===== src/rtl/act_pkg.sv =====
package act_pkg;

    typedef enum logic {
        ST_IDLE = 1'b0,
        ST_BUSY = 1'b1
    } act_state_e;

endpackage


===== src/rtl/act_prio_pick.sv =====
// Fixed-priority selection: lowest hardware index first, software request last.
module act_prio_pick #(
    parameter int N_SRC = 8,
    parameter int SEL_W = $clog2(N_SRC + 1)
) (
    input  logic [N_SRC-1:0] req,
    input  logic             sw_req,
    output logic             valid,
    output logic [SEL_W-1:0] idx
);

    logic [N_SRC-1:0] grant;
    logic [SEL_W-1:0] enc;

    genvar gi;
    generate
        for (gi = 0; gi < N_SRC; gi++) begin : g_grant
            if (gi == 0) begin : g_top
                assign grant[gi] = req[gi];
            end else begin : g_rest
                assign grant[gi] = req[gi] & ~(|req[gi-1:0]);
            end
        end
    endgenerate

    always_comb begin
        enc = '0;
        for (int i = 0; i < N_SRC; i++) begin
            if (grant[i]) begin
                enc = enc | SEL_W'(i);
            end
        end
    end

    assign valid = (|req) | sw_req;
    assign idx   = (|req) ? enc : SEL_W'(N_SRC);

endmodule


===== src/rtl/act_bypass.sv =====
// Requests of disabled sources go straight to the CPU.
module act_bypass #(
    parameter int N_SRC = 8
) (
    input  logic [N_SRC-1:0] flag,
    input  logic [N_SRC-1:0] en,
    output logic [N_SRC-1:0] irq,
    output logic [N_SRC-1:0] eligible
);

    genvar gi;
    generate
        for (gi = 0; gi < N_SRC; gi++) begin : g_route
            assign irq[gi]      = flag[gi] & ~en[gi];
            assign eligible[gi] = flag[gi] &  en[gi];
        end
    endgenerate

endmodule


===== src/rtl/act_clr_decode.sv =====
// Turns a completed transfer into flag-clear or enable-clear pulses.
module act_clr_decode #(
    parameter int N_SRC = 8,
    parameter int SEL_W = $clog2(N_SRC + 1)
) (
    input  logic             done_ok,
    input  logic             stop,
    input  logic [SEL_W-1:0] idx,
    output logic [N_SRC-1:0] flag_clr,
    output logic [N_SRC-1:0] en_clr,
    output logic             sw_norm,
    output logic             sw_stop
);

    logic sw_hit;

    genvar gi;
    generate
        for (gi = 0; gi < N_SRC; gi++) begin : g_dec
            logic hit;
            assign hit          = done_ok && (idx == SEL_W'(gi));
            assign flag_clr[gi] = hit & ~stop;
            assign en_clr[gi]   = hit &  stop;
        end
    endgenerate

    assign sw_hit  = done_ok && (idx == SEL_W'(N_SRC));
    assign sw_norm = sw_hit & ~stop;
    assign sw_stop = sw_hit &  stop;

endmodule


===== src/rtl/act_src_ctrl.sv =====
module act_src_ctrl #(
    parameter int N_SRC = 8,
    parameter int SEL_W = $clog2(N_SRC + 1)
) (
    input  logic             clk,
    input  logic             rst_n,
    input  logic [N_SRC-1:0] src_flag,
    input  logic             cfg_we,
    input  logic [N_SRC-1:0] cfg_wdata,
    input  logic             sw_wr,
    input  logic             sw_wdata,
    input  logic             xfer_done,
    input  logic             done_disable,
    input  logic             done_cnt_end,
    output logic             xfer_start,
    output logic [SEL_W-1:0] xfer_idx,
    output logic             busy,
    output logic [N_SRC-1:0] flag_clr,
    output logic [N_SRC-1:0] en_clr,
    output logic [N_SRC-1:0] en_o,
    output logic             sw_en_o,
    output logic [N_SRC-1:0] cpu_irq,
    output logic             sw_irq
);
    import act_pkg::*;

    typedef struct packed {
        act_state_e       st;
        logic [N_SRC-1:0] en;
        logic             sw_en;
        logic             sw_hold;
        logic [SEL_W-1:0] idx;
        logic             start;
    } ctrl_t;

    ctrl_t q, d;

    logic [N_SRC-1:0] eligible;
    logic             pick_valid;
    logic [SEL_W-1:0] pick_idx;
    logic             done_ok;
    logic             stop;
    logic             sw_norm;
    logic             sw_stop;

    act_bypass #(.N_SRC(N_SRC)) u_bypass (
        .flag     (src_flag),
        .en       (q.en),
        .irq      (cpu_irq),
        .eligible (eligible)
    );

    act_prio_pick #(.N_SRC(N_SRC), .SEL_W(SEL_W)) u_pick (
        .req    (eligible),
        .sw_req (q.sw_en & ~q.sw_hold),
        .valid  (pick_valid),
        .idx    (pick_idx)
    );

    assign done_ok = xfer_done && (q.st == ST_BUSY);
    assign stop    = done_disable | done_cnt_end;

    act_clr_decode #(.N_SRC(N_SRC), .SEL_W(SEL_W)) u_dec (
        .done_ok  (done_ok),
        .stop     (stop),
        .idx      (q.idx),
        .flag_clr (flag_clr),
        .en_clr   (en_clr),
        .sw_norm  (sw_norm),
        .sw_stop  (sw_stop)
    );

    always_comb begin
        d       = q;
        d.start = 1'b0;
        if (cfg_we) begin
            d.en = cfg_wdata;
        end
        if (sw_wr) begin
            d.sw_en   = sw_wdata;
            d.sw_hold = 1'b0;
        end
        case (q.st)
            ST_IDLE: begin
                if (pick_valid) begin
                    d.st    = ST_BUSY;
                    d.start = 1'b1;
                    d.idx   = pick_idx;
                end
            end
            default: begin
                if (done_ok) begin
                    d.st = ST_IDLE;
                    d.en = d.en & ~en_clr;
                    if (sw_norm) begin
                        d.sw_en = 1'b0;
                    end
                    if (sw_stop) begin
                        d.sw_en   = 1'b1;
                        d.sw_hold = 1'b1;
                    end
                end
            end
        endcase
    end

    always_ff @(posedge clk) begin
        if (!rst_n) begin
            q.st      <= ST_IDLE;
            q.en      <= '0;
            q.sw_en   <= 1'b0;
            q.sw_hold <= 1'b0;
            q.idx     <= '0;
            q.start   <= 1'b0;
        end else begin
            q <= d;
        end
    end

    assign xfer_start = q.start;
    assign xfer_idx   = q.idx;
    assign busy       = (q.st == ST_BUSY);
    assign en_o       = q.en;
    assign sw_en_o    = q.sw_en;
    assign sw_irq     = q.sw_hold;

endmodule


===== config.mk =====
export PLATFORM = sky130hd
export DESIGN_NAME = act_src_ctrl
export DESIGN_NICKNAME = d
export VERILOG_FILES = /design/src/rtl/act_pkg.sv /design/src/rtl/act_prio_pick.sv /design/src/rtl/act_bypass.sv /design/src/rtl/act_clr_decode.sv /design/src/rtl/act_src_ctrl.sv
export SDC_FILE = /design/constraint.sdc
export NUM_CORES = 1
export LEC_CHECK = 0
export CAP_MARGIN = 20
export CORE_MARGIN = 10
export CORE_UTILIZATION = 35
export CTS_CLUSTER_DIAMETER = 100
export CTS_CLUSTER_SIZE = 20
export DETAILED_ROUTE_END_ITERATION = 10
export PLACE_DENSITY = 0.8
export SYNTH_ARGS = -nofsm -noshare
export SYNTH_HDL_FRONTEND = slang
export SYNTH_SLANG_ARGS = --single-unit

===== constraint.sdc =====
create_clock -name clk -period 1.8 [get_ports clk]
set_clock_uncertainty 0.2 [all_clocks]
set_input_delay 0.27 -clock clk [delete_from_list [all_inputs] [get_ports clk]]
set_output_delay 0.27 -clock clk [all_outputs]
set_load 0.05 [all_outputs]

==> impl_metrics.yaml, run 1 <==
synth:
  syn_area_um2: 927
  synth_area_leaders: "dfxtp_1 35%, mux2i_1 11%, nor3b_1 6.5%"
  yosysUniqueCellTypes: 32
  yosysSeqAreaShare_pct: 34.5
  synth_top_family_by_area: "simple AND/OR/NAND/NOR gates"
  syn-num-nets: 135
  ys_ff_latch: 16
  synthFlopType: "dfxtp_1"
  syn_inst: 111
  synthSimpleGateAreaFrac_pct: 38.7
  yosys.area_share.adder_pct: 0
  yosys-mux-area-fraction_pct: 10.8
  yosys_warnings: 0
  synth-compound-area-share_pct: 13.5
  synth_top_area_share_pct: 34.5
  yosys.area.top_type: "dfxtp_1"
  async_flop_share_pct: 0
  syn_area_per_cell_um2: 8.35
  synthXorXnorAreaFrac_pct: 0
  synth_edf_count: 0
placed_design:
  hpwlAfterDp_um: 4020
  dp_slack_ns: -0.483
  io_buffers: 63
  gp_congestion: 0.819
outcome:
  firstError: "[ERROR DPL-0033] detailed placement checks failed during check placement."
  failing_step: "global routing"
  outcome: "aborted with a tool error"
cts:
  cts_buffers: 3
  htree_levels: 1
  root_buffer: "clkbuf_4"
  cts_buffer_depth: 2
  cts_sinks: 16
die:
  fp.dieH_um: 71.5
  boundaryPins: 64
  initial_utilization_pct: 37.1
  die_x_um: 71.5
  rows: 18
timing:
  worstEndpointGrtRepair: "en_clr[3]"
  worst_endpoint_kind: "primary output"
global_routing:
  antenna_found_initial: 0
  grt_max_degree: 12
## synth_stat cells, types with 2 or more instances
| library cell | number |
|---|---|
| a31oi_1 | 2 |
| nand2_1 | 13 |
| nor3_1 | 4 |
| a22oi_1 | 4 |
| and2b_1 | 2 |
| nor2b_1 | 7 |
| nor2_1 | 14 |
| nand2b_1 | 4 |
| buf_2 | 2 |
| o21ai_0 | 4 |
| nand3_1 | 2 |
| a21oi_1 | 2 |
| dfxtp_1 | 16 |
| nor3b_1 | 8 |
| mux2i_1 | 10 |
## cells by family after synthesis
group / Yosys count
AOI/OAI and AO/OA: 18
buffers and inverters: 5
DFF: 16
muxes: 10
and+or+nand+nor: 62
## metrics by stage
stage / cell area, um^2 / util (%) / cells
CTS: 2420 / 96.9 / 245
floorplan: 1090 / - / 111
global placement: 2300 / 92.1 / 234
detailed placement: 2300 / 92.1 / 234
## timing repair
action / 4_1_cts
endpoints found under the setup margin: 19
pin swaps: 13
hold buffers: 0
setup buffers: 7
resized for setup: 14
==> inputs of run 2 (changes only) <==
CORE_AREA = 10 10 71 73   (was default)
CORE_MARGIN = default   (was 10)
CORE_UTILIZATION = default   (was 35)
CTS_CLUSTER_DIAMETER = default   (was 100)
CTS_CLUSTER_SIZE = default   (was 20)
DIE_AREA = 0 0 81 83   (was default)
PLACE_DENSITY = default   (was 0.8)
PLACE_DENSITY_LB_ADDON = 0.15   (was default)
==> impl_metrics.yaml, run 2 <==
outcome:
  outcome: "finished with violations"
  failed_checks: "negative setup slack"
pwr:
  p_total_uw: 1400
  p_per_area_mw_per_mm2: 575
  leakage_uw: 0.00100
  peakVddDrop_uv: 456
timing:
  slew_headroom_pct: 70.2
  tightestPinTransition_ns: 0.446
  setup_viol_count_final: 16
  tns_ns: -2.87
  period_needed_ns: 2.10
  max_freq_mhz: 475
  drv_slew: 0
  min_period_over_period_pct: 117
  rsz0062_at_grt: "yes"
  finalHoldViolCount: 0
  setup_slack_ns: -0.304
synth:
  synth_area_leaders: "dfxtp_1 35%, mux2i_1 11%, nor3b_1 6.5%"
  synth_top_area_share_pct: 34.5
  yosys_warnings: 0
  syn_area_um2: 927
  yosysUniqueCellTypes: 32
  synth_commonest_cells: "16 x dfxtp_1, 14 x nor2_1, 13 x nand2_1, 10 x mux2i_1, 8 x nor3b_1"
  synth_edf_count: 0
  yosys.area.top_type: "dfxtp_1"
  syn-num-nets: 135
  post-synth-top-count-cell: "dfxtp_1"
  syn_inst: 111
  synthFlopType: "dfxtp_1"
  async_flop_share_pct: 0
  ys_ff_latch: 16
  yosysSeqAreaShare_pct: 34.5
  syn_area_per_cell_um2: 8.35
route:
  drtIter0Drc: 43
  drc: 0
  vias: 1230
  wl_um: 4120
  dr.pass1.iters: 4
  ant_nets: 0
  wl_per_cell_um: 15.7
  via_per_inst: 4.69
cts:
  htree_levels: 1
  clk_latency_ns: 0.25
  cts_buffer_depth: 2
  clk_pin_slew_ns: 0.07
  cts_sinks: 16
  root_buffer: "clkbuf_8"
  cts_buffers: 3
  cts_tree: "done"
global_routing:
  grt_first_pass_wirelength_um: 6890
  grt_max_degree: 17
  first_global_vias: 1384
  overflow: 0
  antenna_found_initial: 0
  grtUsageTotal_pct: 12.6
setup_path:
  startpoint: "busy"
  cp-start-kind: "flop"
  cp_slowest_cell: "or4_4"
  crit_path_max_fanout: 4
  crit_chain: "nand2_4 > or4_4 > buf_6 > nor2_4 > buf_12"
  cp_data_required_time_ns: 1.33
  crit_path_end_kind: "output port"
  crit_type: "reg -> out"
  reg2reg_from: "busy"
  worstPathArrival_ns: 1.63
  cpPeakStageDelay_ns: 0.54
cells_and_area:
  fin_cells: 262
  largest_reg_flops: 8
  mostFrequentLayoutCell: "buf_4"
  utilization_pct: 66.8
  fill_cells: 300
  drive_above_1_share_pct: 54.7
  final_cell_mix: "45 x buf_4, 31 x buf_12, 20 x clkdlybuf4s50_1"
  area_delta_synth_final_pct: 162
  n_antenna_cell: 0
  layout.nets: 239
placed_design:
  hpwlAfterDp_um: 3500
  dp_slack_ns: -0.475
  gp_congestion: 0.731
  io_buffers: 63
  placed_cells: 250
min_path:
  min_from: "xfer_idx[2]"
  hold_path_class: "reg -> reg"
die:
  rows: 22
  initial_utilization_pct: 25.5
  core_area_mm2: 0.00363
  fp.dieH_um: 83
  boundaryPins: 64
  die-area_mm2: 0.00672
  die_x_um: 81
flow_run:
  maxCapViolations: 0
==> run 2: cell counts after synthesis <==
No cell type changed its count.
==> run 2: area by class of cell <==
cell class | count | area [um^2] | area share (%)
Timing Repair Buffer | 103 | 1230 | 50.6
Multi-Input combinational cell | 90 | 756 | 31.1
Sequential cell | 16 | 334 | 13.8
Tap cell | 48 | 60.1 | 2.47
Clock buffer | 3 | 41.3 | 1.70
Clock inverter | 1 | 3.75 | 0.155
Inverter | 1 | 3.75 | 0.155
==> run 2: path summary, 6_finish.rpt <==
path | endpoint | slack, ns | cells after the start
worst max-delay path | en_clr[2] | -0.30 | 5
worst min register to register | xfer_idx[2] | 0.29 | 2
worst max register to register | en_o[2] | 0.10 | 6
worst min-delay path | xfer_idx[2] | 0.29 | 2
==> run 2: metal layers <==
| metal | track usage (%) | share of wire [%] |
|---|---|---|
| met1 | 12.9 | 37 |
| met2 | 22.7 | 54 |
| met3 | 6.25 | 8.4 |
| met4 | 1.41 | 0.41 |
| met5 | 0 | 0 |
==> run 2: kinds of logic after synthesis <==
logic type,Yosys count,share of synthesized area (%)
and+or+nand+nor,62,38.7
DFF,16,34.5
muxes,10,10.8
AOI/OAI and AO/OA,18,13.5
buffers and inverters,5,2.43
==> run 2: worst max-delay path, delay by kind of cell, from the launching register on <==
family | cells | cell delay, ns
and+or+nand+nor | 3 | 0.71
DFF | 1 | 0.37
buffers and inverters | 2 | 0.30
==> run 2: repair_timing <==
item                                    CTS  global route
endpoints found under the setup margin   17            17
pin swaps                                14             4
setup buffers                             7             2
resized for setup                        11             2
hold buffers                              0             0
==> run 2: report_power, final <==
group	switching, uW	leakage (uW)	internal (uW)
clock network	130	0.0000231	151
registers	34.4	0.000135	389
logic	369	0.000843	322
total	534	0.00100	862
==> run 2: through the flow <==
step	cell area [um^2]	hold slack, ns
2_1_floorplan	1090	0.207
3_3_place_gp	2290	0.271
3_5_place_dp	2290	0.282
4_1_cts	2410	0.291
5_1_grt	2430	0.324
6_report	2430	0.289
Note: power is estimated with default switching activity, not from simulation.
==> inputs of run 3 (changes only) <==
CORE_AREA = 2 2 63 65   (was 10 10 71 73)
DIE_AREA = 0 0 65 67   (was 0 0 81 83)
==> impl_metrics.yaml, run 3 (synthesis results as in run 2) <==
setup_path:
  cp_data_required_time_ns: 1.33
  cp-start-kind: "flop"
  crit_path_max_fanout: 4
  crit_type: "reg -> out"
  worstPathArrival_ns: 1.66
  crit_path_end_kind: "output port"
route:
  ant_nets: 0
  drc: 0
  vias: 1232
  dr.pass1.iters: 4
  via_per_inst: 4.74
  wl_per_cell_um: 14.6
  wl_um: 3800
  drtIter0Drc: 21
timing:
  min_period_over_period_pct: 118
  period_needed_ns: 2.13
  tightestPinTransition_ns: 0.452
  setup_slack_ns: -0.326
  drv_slew: 0
  finalHoldViolCount: 0
  max_freq_mhz: 470
  setup_viol_count_final: 16
  slew_headroom_pct: 69.9
  rsz0062_at_grt: "yes"
cts:
  clk_latency_ns: 0.25
  htree_levels: 1
  cts_sinks: 16
  clk_pin_slew_ns: 0.07
  cts_buffer_depth: 2
  root_buffer: "clkbuf_8"
  cts_buffers: 3
  cts_tree: "done"
pwr:
  leakage_uw: 0.000997
  p_total_uw: 1410
  p_per_area_mw_per_mm2: 578
  peakVddDrop_uv: 405
placed_design:
  hpwlAfterDp_um: 3100
  io_buffers: 63
  placed_cells: 250
  gp_congestion: 0.784
  dp_slack_ns: -0.477
cells_and_area:
  drive_above_1_share_pct: 55.7
  final_cell_mix: "41 x buf_4, 31 x buf_12, 20 x clkdlybuf4s50_1"
  area_delta_synth_final_pct: 163
  mostFrequentLayoutCell: "buf_4"
  fin_cells: 260
  largest_reg_flops: 8
  layout.nets: 237
  utilization_pct: 67.5
  n_antenna_cell: 0
die:
  boundaryPins: 64
  die_x_um: 65
  rows: 22
  core_area_mm2: 0.00361
  initial_utilization_pct: 25.7
  fp.dieH_um: 67
  die-area_mm2: 0.00436
global_routing:
  grt_first_pass_wirelength_um: 6230
  first_global_vias: 1312
  overflow: 0
  grtUsageTotal_pct: 18.8
  antenna_found_initial: 0
  grt_max_degree: 14
flow_run:
  maxCapViolations: 0
outcome:
  outcome: "finished with violations"
  failed_checks: "negative setup slack"
min_path:
  hold_path_class: "reg -> reg"
[run 3: final timing paths]
| kind | start | slack [ns] | cells past startpoint | endpoint |
|---|---|---|---|---|
| setup / recovery | busy | -0.33 | 5 | en_clr[2] |
| hold / removal | sw_irq | 0.29 | 2 | sw_irq |
| setup reg to reg | busy | 0.02 | 8 | en_o[4] |
| hold reg to reg | sw_irq | 0.29 | 2 | sw_irq |
[run 3: routing by layer]
metal | up-vias | global-route usage (%) | wire length (um)
li1 | 605 | - | -
met1 | 591 | 21.0 | 1500
met2 | 32 | 35.1 | 2080
met3 | 4 | 5.24 | 196
met4 | 0 | 4.26 | 28
met5 | - | 0 | 0
[run 3: power breakdown]
part	switching [uW]	internal (uW)	total (uW)
clock	132	152	284
sequential	34.6	389	423
combinational	372	327	699
total	539	868	1410
[run 3: area by class of cell]
class                           instances  area [um^2]
Clock buffer                            3         41.3
Clock inverter                          1         3.75
Fill cell                             288         1170
Inverter                                1         3.75
Multi-Input combinational cell         90          769
Sequential cell                        16          334
Tap cell                               48         60.1
Timing Repair Buffer                  101         1220
[run 3: metrics by stage]
stage | instance area (um^2) | TNS, ns | hold slack, ns
after floorplan | 1090 | -0.458 | 0.207
after detailed placement | 2290 | -6.78 | 0.283
after global placement | 2290 | -6.01 | 0.275
final | 2430 | -3.49 | 0.294
after global routing | 2430 | -4.39 | 0.324
after CTS | 2380 | -3.35 | 0.293
[run 3: what timing repair did]
action                                 CTS  global route
setup endpoints to repair               16            20
pin swaps                               17             8
buffers inserted                         4             4
endpoints found under the hold margin    0             0
hold buffers                             0             0
gates resized for setup                 11             8
[run 3: worst max-delay path, cell delays in order (launching register included)]
cell and delay [ns]:
dfxtp_4 0.36, nand2_4 0.05, or4_4 0.56, buf_6 0.16
nor2_4 0.13, buf_12 0.15
